File: config.mk
export PLATFORM = sky130hd
export DESIGN_NAME = dbgcmp_regfile
export DESIGN_NICKNAME = d
export VERILOG_FILES = /design/src/rtl/dbgcmp_pkg.sv /design/src/rtl/dbgcmp_channel.sv /design/src/rtl/dbgcmp_flags.sv /design/src/rtl/dbgcmp_regfile.sv
export SDC_FILE = /design/constraint.sdc
export NUM_CORES = 1
export LEC_CHECK = 0
export BUFFER_PORTS_ARGS = -buffer_cell sky130_fd_sc_hd__clkbuf_2
export CORE_ASPECT_RATIO = 0.7
export CORE_MARGIN = 3
export CORE_UTILIZATION = 35
export CTS_CLUSTER_SIZE = 40
export DETAILED_ROUTE_END_ITERATION = 12
export PLACE_DENSITY = 0.55
export SETUP_SLACK_MARGIN = 0.3
export SLEW_MARGIN = 5
export SYNTH_ARGS = -nofsm -noshare
export SYNTH_HDL_FRONTEND = slang
export SYNTH_SLANG_ARGS = --single-unit
File: constraint.sdc
create_clock -name clk -period 2.6 [get_ports clk]
set_clock_uncertainty 0.2 [all_clocks]
set_input_delay 0.13 -clock clk [delete_from_list [all_inputs] [get_ports clk]]
set_output_delay 0.13 -clock clk [all_outputs]
set_load 0.05 [all_outputs]
File: src/rtl/dbgcmp_pkg.sv
// Package: shared constants and window slot encoding for the banked debug
// comparator register file. Assumes byte-wide register access.
package dbgcmp_pkg;
    localparam int NUM_CH     = 3;
    localparam int ADDR_W     = 24;
    localparam int DATA_W     = 16;
    localparam int BYTE_W     = 8;
    localparam int SEL_W      = 2;
    localparam int LADDR_W    = 4;
    localparam int ADDR_BYTES = ADDR_W / BYTE_W;
    localparam int DATA_BYTES = DATA_W / BYTE_W;

    // Local address of the match-flag byte (just below the window)
    localparam logic [LADDR_W-1:0] FLAG_LADDR = 4'd7;
    // Selector value that exposes the flag byte
    localparam logic [SEL_W-1:0]   FLAG_SEL   = 2'd3;

    // Control bit positions
    localparam int CTRL_EN_BIT  = 0;
    localparam int CTRL_DCE_BIT = 1;

    // Byte slots inside the shared window, in behavioural order
    typedef enum logic [2:0] {
        SLOT_CTRL   = 3'd0,
        SLOT_ADDR_H = 3'd1,
        SLOT_ADDR_M = 3'd2,
        SLOT_ADDR_L = 3'd3,
        SLOT_DATA_H = 3'd4,
        SLOT_DATA_L = 3'd5,
        SLOT_MASK_H = 3'd6,
        SLOT_MASK_L = 3'd7
    } win_slot_e;
endpackage

File: src/rtl/dbgcmp_channel.sv
// Module: one comparator channel. Holds the control byte, the three address
// bytes and, when HAS_DATA is set, the data and mask bytes. Produces a
// combinational hit from the bus-monitor inputs.
// Assumes: wr_en is already qualified by bank selection and window decode.
module dbgcmp_channel
    import dbgcmp_pkg::*;
#(
    parameter bit               HAS_DATA  = 1'b1,
    parameter logic [BYTE_W-1:0] CTRL_MASK = 8'hFF
) (
    input  logic              clk,
    input  logic              rst_n,
    input  logic              wr_en,
    input  logic [2:0]        slot,
    input  logic [BYTE_W-1:0] wdata,
    output logic [BYTE_W-1:0] rdata,
    input  logic              bus_valid,
    input  logic [ADDR_W-1:0] bus_addr,
    input  logic [DATA_W-1:0] bus_data,
    output logic              hit
);
    logic [BYTE_W-1:0] ctrl_q;
    logic [BYTE_W-1:0] addr_h_q, addr_m_q, addr_l_q;
    logic [BYTE_W-1:0] data_h_q, data_l_q, mask_h_q, mask_l_q;
    logic              addr_eq;
    logic              data_ok;
    win_slot_e         slot_e;

    assign slot_e = win_slot_e'(slot);

    // Control and address byte storage, present in every channel
    always_ff @(posedge clk) begin
        if (!rst_n) begin
            ctrl_q   <= '0;
            addr_h_q <= '0;
            addr_m_q <= '0;
            addr_l_q <= '0;
        end else if (wr_en) begin
            case (slot_e)
                SLOT_CTRL:   ctrl_q   <= wdata & CTRL_MASK;
                SLOT_ADDR_H: addr_h_q <= wdata;
                SLOT_ADDR_M: addr_m_q <= wdata;
                SLOT_ADDR_L: addr_l_q <= wdata;
                default:     ;
            endcase
        end
    end

    generate
        if (HAS_DATA) begin : g_data
            // Data and mask byte storage, data-capable channel only
            always_ff @(posedge clk) begin
                if (!rst_n) begin
                    data_h_q <= '0;
                    data_l_q <= '0;
                    mask_h_q <= '0;
                    mask_l_q <= '0;
                end else if (wr_en) begin
                    case (slot_e)
                        SLOT_DATA_H: data_h_q <= wdata;
                        SLOT_DATA_L: data_l_q <= wdata;
                        SLOT_MASK_H: mask_h_q <= wdata;
                        SLOT_MASK_L: mask_l_q <= wdata;
                        default:     ;
                    endcase
                end
            end

            // Masked data compare gated by the data-compare control bit
            always_comb begin
                data_ok = 1'b1;
                if (ctrl_q[CTRL_DCE_BIT]) begin
                    data_ok = (((bus_data ^ {data_h_q, data_l_q})
                              & {mask_h_q, mask_l_q}) == '0);
                end
            end
        end else begin : g_nodata
            logic unused_bus_data;
            assign unused_bus_data = ^bus_data;
            assign data_h_q = '0;
            assign data_l_q = '0;
            assign mask_h_q = '0;
            assign mask_l_q = '0;
            assign data_ok  = 1'b1;
        end
    endgenerate

    // Full-width address equality against the stored address bytes
    assign addr_eq = (bus_addr == {addr_h_q, addr_m_q, addr_l_q});

    // Qualified hit: valid cycle, channel enabled, address and data agree
    assign hit = bus_valid & ctrl_q[CTRL_EN_BIT] & addr_eq & data_ok;

    // Readback multiplexer over the window slots
    always_comb begin
        case (slot_e)
            SLOT_CTRL:   rdata = ctrl_q;
            SLOT_ADDR_H: rdata = addr_h_q;
            SLOT_ADDR_M: rdata = addr_m_q;
            SLOT_ADDR_L: rdata = addr_l_q;
            SLOT_DATA_H: rdata = data_h_q;
            SLOT_DATA_L: rdata = data_l_q;
            SLOT_MASK_H: rdata = mask_h_q;
            default:     rdata = mask_l_q;
        endcase
    end

    // Storage may only move on a qualified write
    AST_CTRL_HOLD: assert property (@(posedge clk) disable iff (!rst_n)
        !wr_en |=> $stable(ctrl_q));
    AST_CTRL_NARROW: assert property (@(posedge clk) disable iff (!rst_n)
        wr_en && slot == 3'd0 |=> (ctrl_q & ~CTRL_MASK) == '0);
endmodule

File: src/rtl/dbgcmp_flags.sv
// Module: sticky per-channel match flags. A flag sets on a hit while the
// session is active and clears only on an arm pulse, which wins over a
// same-cycle hit. Assumes hits are already qualified per channel.
module dbgcmp_flags
    import dbgcmp_pkg::*;
#(
    parameter int N = NUM_CH
) (
    input  logic         clk,
    input  logic         rst_n,
    input  logic         arm_pulse,
    input  logic         session_active,
    input  logic [N-1:0] hit,
    output logic [N-1:0] flags
);
    generate
        for (genvar i = 0; i < N; i++) begin : g_flag
            // One sticky bit per channel: arm clears, session hit sets
            always_ff @(posedge clk) begin
                if (!rst_n)
                    flags[i] <= 1'b0;
                else if (arm_pulse)
                    flags[i] <= 1'b0;
                else if (session_active && hit[i])
                    flags[i] <= 1'b1;
            end

            AST_STICKY: assert property (@(posedge clk) disable iff (!rst_n)
                flags[i] && !arm_pulse |=> flags[i]);
            AST_SET_NEEDS_HIT: assert property (@(posedge clk) disable iff (!rst_n)
                !flags[i] && !(hit[i] && session_active) |=> !flags[i]);
        end
    endgenerate

    AST_ARM_CLEARS: assert property (@(posedge clk) disable iff (!rst_n)
        arm_pulse |=> flags == '0);
    AST_IDLE_HOLDS: assert property (@(posedge clk) disable iff (!rst_n)
        !session_active && !arm_pulse |=> $stable(flags));
endmodule

File: src/rtl/dbgcmp_regfile.sv
// Module: top of the banked debug comparator register file. Decodes the
// register bus into a shared window selected by bank_sel, instantiates the
// three channels (A with data compare, B with a narrow control byte) and the
// sticky flag register. Assumes one register access per cycle.
module dbgcmp_regfile
    import dbgcmp_pkg::*;
(
    input  logic               clk,
    input  logic               rst_n,
    input  logic [SEL_W-1:0]   bank_sel,
    input  logic [LADDR_W-1:0] reg_addr,
    input  logic               reg_wr,
    input  logic [BYTE_W-1:0]  reg_wdata,
    output logic [BYTE_W-1:0]  reg_rdata,
    input  logic               arm_pulse,
    input  logic               session_active,
    input  logic               bus_valid,
    input  logic [ADDR_W-1:0]  bus_addr,
    input  logic [DATA_W-1:0]  bus_data
);
    localparam int PAD_W = BYTE_W - NUM_CH;

    logic              in_window;
    logic [2:0]        slot;
    logic [BYTE_W-1:0] ch_rdata [NUM_CH];
    logic [NUM_CH-1:0] ch_hit;
    logic [NUM_CH-1:0] flags;

    // Window decode: upper half of the local space is the shared window
    assign in_window = reg_addr[LADDR_W-1];
    assign slot      = reg_addr[2:0];

    generate
        for (genvar i = 0; i < NUM_CH; i++) begin : g_ch
            localparam bit               HAS_D = (i == 0);
            localparam logic [BYTE_W-1:0] CMASK = (i == 1) ? 8'h0F : 8'hFF;
            logic wr_sel;
            assign wr_sel = reg_wr && in_window && (bank_sel == SEL_W'(i));

            dbgcmp_channel #(
                .HAS_DATA  (HAS_D),
                .CTRL_MASK (CMASK)
            ) u_ch (
                .clk       (clk),
                .rst_n     (rst_n),
                .wr_en     (wr_sel),
                .slot      (slot),
                .wdata     (reg_wdata),
                .rdata     (ch_rdata[i]),
                .bus_valid (bus_valid),
                .bus_addr  (bus_addr),
                .bus_data  (bus_data),
                .hit       (ch_hit[i])
            );
        end
    endgenerate

    dbgcmp_flags #(.N(NUM_CH)) u_flags (
        .clk            (clk),
        .rst_n          (rst_n),
        .arm_pulse      (arm_pulse),
        .session_active (session_active),
        .hit            (ch_hit),
        .flags          (flags)
    );

    // Read path: selected bank in the window, flag byte only under FLAG_SEL
    always_comb begin
        reg_rdata = '0;
        if (in_window) begin
            if (bank_sel != FLAG_SEL)
                reg_rdata = ch_rdata[bank_sel];
        end else if (reg_addr == FLAG_LADDR && bank_sel == FLAG_SEL) begin
            reg_rdata = {{PAD_W{1'b0}}, flags};
        end
    end

    AST_FLAG_HIDDEN: assert property (@(posedge clk) disable iff (!rst_n)
        reg_addr == FLAG_LADDR && bank_sel != FLAG_SEL |-> reg_rdata == '0);
    AST_SEL3_EMPTY: assert property (@(posedge clk) disable iff (!rst_n)
        in_window && bank_sel == FLAG_SEL |-> reg_rdata == '0);
    AST_LOW_ZERO: assert property (@(posedge clk) disable iff (!rst_n)
        !in_window && reg_addr != FLAG_LADDR |-> reg_rdata == '0);
    AST_FLAG_PAD: assert property (@(posedge clk) disable iff (!rst_n)
        reg_rdata[BYTE_W-1:NUM_CH] == '0 || in_window);
endmodule

-- Yosys cells after proc, flatten, opt, wreduce, memory -nomap -nowiden
Index checks and enable logic that the tools add are counted.
Widths: inputs -> output; s select.
- logic and storage cells: 84
- flip-flop bits (word level): 127
- output and inout port bits: 8
- input bits: 60
- reduce and logical (&&, ||, !) cells: 28
- multiplexer cells: 10
- $lt $le $gt $ge: 1
- bitwise logic cells: 11
- equality and inequality tests: 15
- operators with widths (operator ; count):
    $eq 24x24->1 ; 3
    $pmux 8 s4 ; 2
    $pmux 8 s7 ; 1
    $mux 8 ; 4
    $reduce_and 2->1 ; 16
    $and 16x16->16 ; 1
    $bmux 8 s2 ; 1
    $logic_not 16->1 ; 1
    $xor 16x16->16 ; 1
    $eq 3x3->1 const B ; 4
    $logic_and 1x1->1 ; 8
    $and 1x1->1 ; 7
    $eq 3x2->1 const B ; 2
    $eq 2x2->1 const B ; 2
    $eq 4x3->1 const B ; 1
    $eq 3x1->1 const B ; 1
    $ge 3x3->1 const B ; 1
    $logic_not 3->1 ; 1
    $mux 3 ; 1
    $not 2->3 ; 1
    $eq 2x1->1 const B ; 1
    $logic_not 2->1 ; 1
    $ne 2x2->1 const B ; 1
    $reduce_or 2->1 ; 1
    other kinds (2) ; 2

-- Depth between registers and ports, before layout
- depth after elaboration: 7
- gate-level depth with buffers: 8
- gate-level depth less buffers: 5

-- By module
From an unflattened synthesis, not the netlist that was laid out.
- cell total of the unflattened synthesis: 853
- area total of the unflattened synthesis: 7318.3 um^2
- by module, submodules not included (module ; cells an instance ; times used ; seq. area each (um^2) ; area each (um^2)):
    dbgcmp_channel at g_ch[0].u_ch ; 443 ; 1 ; 1281.2 ; 3519.6
    dbgcmp_channel at g_ch[2].u_ch ; 188 ; 1 ; 640.6 ; 1809.2
    dbgcmp_channel at g_ch[1].u_ch ; 168 ; 1 ; 560.5 ; 1576.5
    dbgcmp_regfile ; 44 ; 1 ; 0.0 ; 312.8
    dbgcmp_flags ; 10 ; 1 ; 60.1 ; 100.1

-- Worst setup path before layout
Ideal clock, no wire load.
- path kind: input -> output
- start point: in reg_addr[0]
- end point: out reg_rdata[6]
- required time: 2.270 ns
- buffers on the path: 3
- data arrival time: 2.152 ns
- stages on the path: 8
- setup slack: 0.118 ns
- path through: buf_4 buf_6 inv_1 buf_2 nor2_1 a21oi_1 o21ai_0 a221oi_1
- word-level cells in the longest chain between the ends: 7
- elaborated cells between the ends (all ways): 15
- classes of those cells: eq/ne: 6; mux: 8; reduce/logical: 1
- RTL lines (item ; line ; source):
    from (decl) ; dbgcmp_regfile.sv:11 ; input logic [LADDR_W-1:0] reg_addr,
    $eq 3x3->1 (tied with other cells) ; dbgcmp_channel.sv:96 ; case (slot_e)
    $pmux 8 s7 / $pmux 8 s4 (equally long branches) ; dbgcmp_channel.sv:96 ;
    $bmux 8 s2 (*) ; dbgcmp_regfile.sv:72 ; reg_rdata = ch_rdata[bank_sel];
    $mux 8 (implied by the code) (*) (2 in a row) ; dbgcmp_regfile.sv:72 ;
    $mux 8 (*) ; dbgcmp_regfile.sv:71 ; if (bank_sel != FLAG_SEL)
    $mux 8 (*) ; dbgcmp_regfile.sv:70 ; if (in_window) begin
    to (decl) ; dbgcmp_regfile.sv:14 ; output logic [BYTE_W-1:0] reg_rdata,
Every way passes the cells marked *; elsewhere a longest branch is shown, timed or not. The select of a mux whose other input is x is not followed.

-- Final worst setup path
- start point: reg g_ch[0].u_ch.mask_l_q[6]
- end point: out reg_rdata[6]
- word-level cells in the longest chain between the ends: 6
- RTL lines (item ; line ; source):
    from (decl) ; dbgcmp_channel.sv:24 ; logic [BYTE_W-1:0] data_h_q, data_l_q, mask_h_q, mask_l_q;
    from (signal assigned) ; dbgcmp_channel.sv:63 ; SLOT_MASK_L: mask_l_q <= wdata;
    $pmux 8 s7 ; dbgcmp_channel.sv:96 ;
    $bmux 8 s2 ; dbgcmp_regfile.sv:72 ;
    $mux 8 (implied by the code) (2 in a row) ; dbgcmp_regfile.sv:72 ;
    $mux 8 ; dbgcmp_regfile.sv:71 ;
    $mux 8 ; dbgcmp_regfile.sv:70 ;
No other way between the ends. The select of a mux whose other input is x is not followed.

==> results by group <==
STA
  • Slew Limit Fails: 0
  • Final setup violation count: 0
  • RSZ-0062 raised after global routing: true
  • F_max: 0.432 GHz
  • Final Hold Viols: 0
  • Clock period minus worst slack: 2320 ps
  • Max-slew headroom: 28.0%
  • TNS Setup: 0 ps
  • Slew @ Worst Pin: 1080 ps
  • Final critical-path share of the clock period: 89.1%

Yosys
  • Share of flip-flops with an asynchronous set or reset: 0%
  • Yosys top cell by area: dfxtp_1
  • Gate Count Post-Synth: 805
  • Cell variety after synth: 54
  • Mean Syn Cell Area: 9.03 um^2
  • Number of synthesized flops with an enable pin: 0
  • Main synth FF type: dfxtp_1
  • Synth Area in Simple Gates: 21.9%
  • Sequential fraction of the synthesis area: 35.0%
  • Commonest cells post-synth: dfxtp_1 (127), nand2_1 (95), nand3_1 (72)
  • Synth area leaders: dfxtp_1 (35%), mux2i_1 (8.8%), xor2_1 (7.3%)
  • Largest family of logic cells by synthesized area: simple AND/OR/NAND/NOR gates
  • XOR/XNOR share of the synthesized area: 10.5%
  • Post-synthesis mux area share: 14.4%
  • #FFs+latches synth: 127
  • Post-Syn Nets: 865
  • Synth Area in Compound Gates: 13.9%
  • Mapped Area: 0.00727 mm^2
  • Synth top area share: 35.0%
  • Post-synthesis adder-cell area fraction: 0%
  • Most frequent cell after synthesis: dfxtp_1
  • Synth warnings: 0

Global route
  • Remaining Overflow, GRT: 0
  • Initial antenna violation count: 0
  • Global-route wire length before repair: 40.3 mm
  • Largest net degree at the start of global routing: 125
  • GRT Total Usage: 24.2%
  • Vias in the first global route: 6087

Critical path
  • Worst Setup EP: reg_rdata[6]
  • Max incr delay on CP: 410 ps
  • Worst setup EP type: output port
  • R2R Setup Slk: 740 ps
  • R2R cell count: 5
  • Startpoint types: flop
  • RR Startpoint: g_ch[0].u_ch.addr_l_q[4]
  • Slowest cell on the critical path: a221oi_2
  • CP required: 2270 ps
  • Bufs and invs on worst path: 1
  • Crit path from: g_ch[0].u_ch.mask_l_q[6]
  • Arr. time, crit path: 1990 ps
  • Worst path depth: 6
  • Setup CP Type: flop to output port
  • Crit-path leading delay family: compound AO/OA/AOI/OAI gates
  • CP Max Fanout: 4
  • CP cell instances: mux4_2 -> nor2_1 -> a21oi_1 -> o21ai_1 -> a221oi_2 -> buf_12
  • Crit Reg-Reg Endpoint: u_flags.flags[0]

Clocking
  • CTS tree: done
  • Clk slew on worst S/H paths: 60 ps
  • # Post-CTS Setup Buffers: 0
  • CTS max path bufs: 2
  • Clk root buf: clkbuf_16
  • CTS HTree Levels: 4
  • Skew-Pair Late Insertion Delay: 430 ps
  • Total CTS buffers: 17
  • Total clock sinks: 127

Die
  • Die Area: 0.0226 mm^2
  • Die height: 127 um
  • Starting Density: 36.1%
  • Die Width: 178 um
  • Num rows: 43
  • Core Box Area: 0.0201 mm^2
  • I/O pin count: 68

Layout
  • FF+latch area: 0.00256 mm^2
  • Layout cells sized above 1: 21.3%
  • Fill cells: 2021
  • Util after Layout: 43.4%
  • Multi-input gate area: 0.00448 mm^2
  • Area delta synth->final: 20.1%
  • Net count, final: 920
  • N_diodes: 0

Routing
  • Iteration-0 DRC Markers: 903
  • WL per Instance: 23.7 um
  • Via-to-Cell Ratio: 5.63
  • DRC Markers: 0
  • DR vias: 6433
  • Routed Antenna Nets: 0
  • Final wirelength: 27.1 mm
  • TritonRoute pass-1 iters: 7

Worst hold path
  • Hold Crit Class: primary input to flop

Placement
  • Dpl hpwl: 20.1 mm
  • IO Port Bufs: 67
  • RePlAce Congestion: 1.01

Pwr
  • Power density over the cells: 582 mW/mm^2
  • Static Leak: 3.18 nW
  • Peak supply drop: 0.442 mV

Job
  • Number of max-cap violations: 0

Run status
  • Status: finished, final reports clean
[timing repair]
| action | 4_1_cts | 5_1_grt |
|---|---|---|
| pin swaps | 3 | 4 |
| endpoints found under the hold margin | 3 | 0 |
| setup endpoints to repair | 7 | 8 |
| hold buffers | 4 | 0 |
| resized for setup | 13 | 19 |
[cells in the final DEF (no fill, tap or decap), drive strengths merged, types with 26 or more instances in the layout]
master / count
a21boi: 68
buf: 32
mux2i: 64
nand3: 74
clkbuf: 77
dfxtp: 127
nor2b: 63
xnor2: 26
nand2: 98
xor2: 61
[through the flow]
step	hold slack, ps	cells	area [um^2]	setup slack [ps]	total power, mW
2_1_floorplan	96.2	805	7290	408	2.28
3_3_place_gp	246	1107	7980	192	2.49
3_5_place_dp	248	1107	7980	192	2.49
4_1_cts	8.02	1142	8680	243	5.08
5_1_grt	75.5	1142	8730	207	5.21
6_report	20.8	1142	8730	283	5.08
[worst min-delay path by stage]
| stage | from | endpoint | slack (ps) | depth (start not counted) |
|---|---|---|---|---|
| final | session_active | u_flags.flags[2] | 20 | 5 |
| after detailed placement | u_flags.flags[0] | u_flags.flags[0] | 250 | 2 |
| after CTS | session_active | u_flags.flags[2] | 8 | 5 |
| after global placement | u_flags.flags[0] | u_flags.flags[0] | 250 | 2 |
| after floorplan | reg_wdata[0] | g_ch[1].u_ch.addr_m_q[0] | 100 | 2 |
| after global routing | session_active | u_flags.flags[2] | 80 | 5 |
[final cells by class]
cell class | instances | area share, %
multi-input combinational | 615 | 51.3
sequential | 127 | 29.3
timing repair buffer | 94 | 8.00
clock buffer | 19 | 5.19
tap | 270 | 3.87
clock inverter | 12 | 2.09
inverter | 5 | 0.215
[per-layer routing]
| layer | up-vias | GRT usage [%] | share of wire, % |
|---|---|---|---|
| met5 | - | 0 | 0 |
| met4 | 0 | 5.27 | 1.2 |
| met3 | 25 | 5.92 | 8.7 |
| met2 | 285 | 33.2 | 41 |
| met1 | 3182 | 37.8 | 50 |
| li1 | 2941 | - | - |
[report_power, final]
| part | leakage (nW) | internal [mW] | switching, mW | total, mW |
|---|---|---|---|---|
| Sequential | 1.03 | 1.95 | 0.0107 | 1.96 |
| Combinational | 1.84 | 0.186 | 0.317 | 0.503 |
| Clock | 0.314 | 1.66 | 0.960 | 2.62 |
[kinds of logic after synthesis]
family                 Yosys count
flip-flops                     127
AND/OR/NAND/NOR                300
XOR/XNOR                        87
buffers and inverters           63
multiplexers                    89
AO/OA/AOI/OAI                  139
[worst reg2reg max path: stages (launching register included)]
cell and delay [ps]:
dfxtp_1 370, a21oi_1 150, nand3_1 80, dlygate4sd3_1 560
nor4_1 290, o2bb2ai_1 140
[state kept, by name (all words and copies together), names as in the netlist]
name and flops:
g_ch.u_ch.data_h_q 8, u_flags.flags 3, g_ch.u_ch.ctrl_q 20, g_ch.u_ch.addr_m_q 24, g_ch.u_ch.mask_l_q 8, g_ch.u_ch.addr_h_q 24, g_ch.u_ch.data_l_q 8, g_ch.u_ch.mask_h_q 8
g_ch.u_ch.addr_l_q 24
No activity file was read; power rests on OpenSTA's default activity.
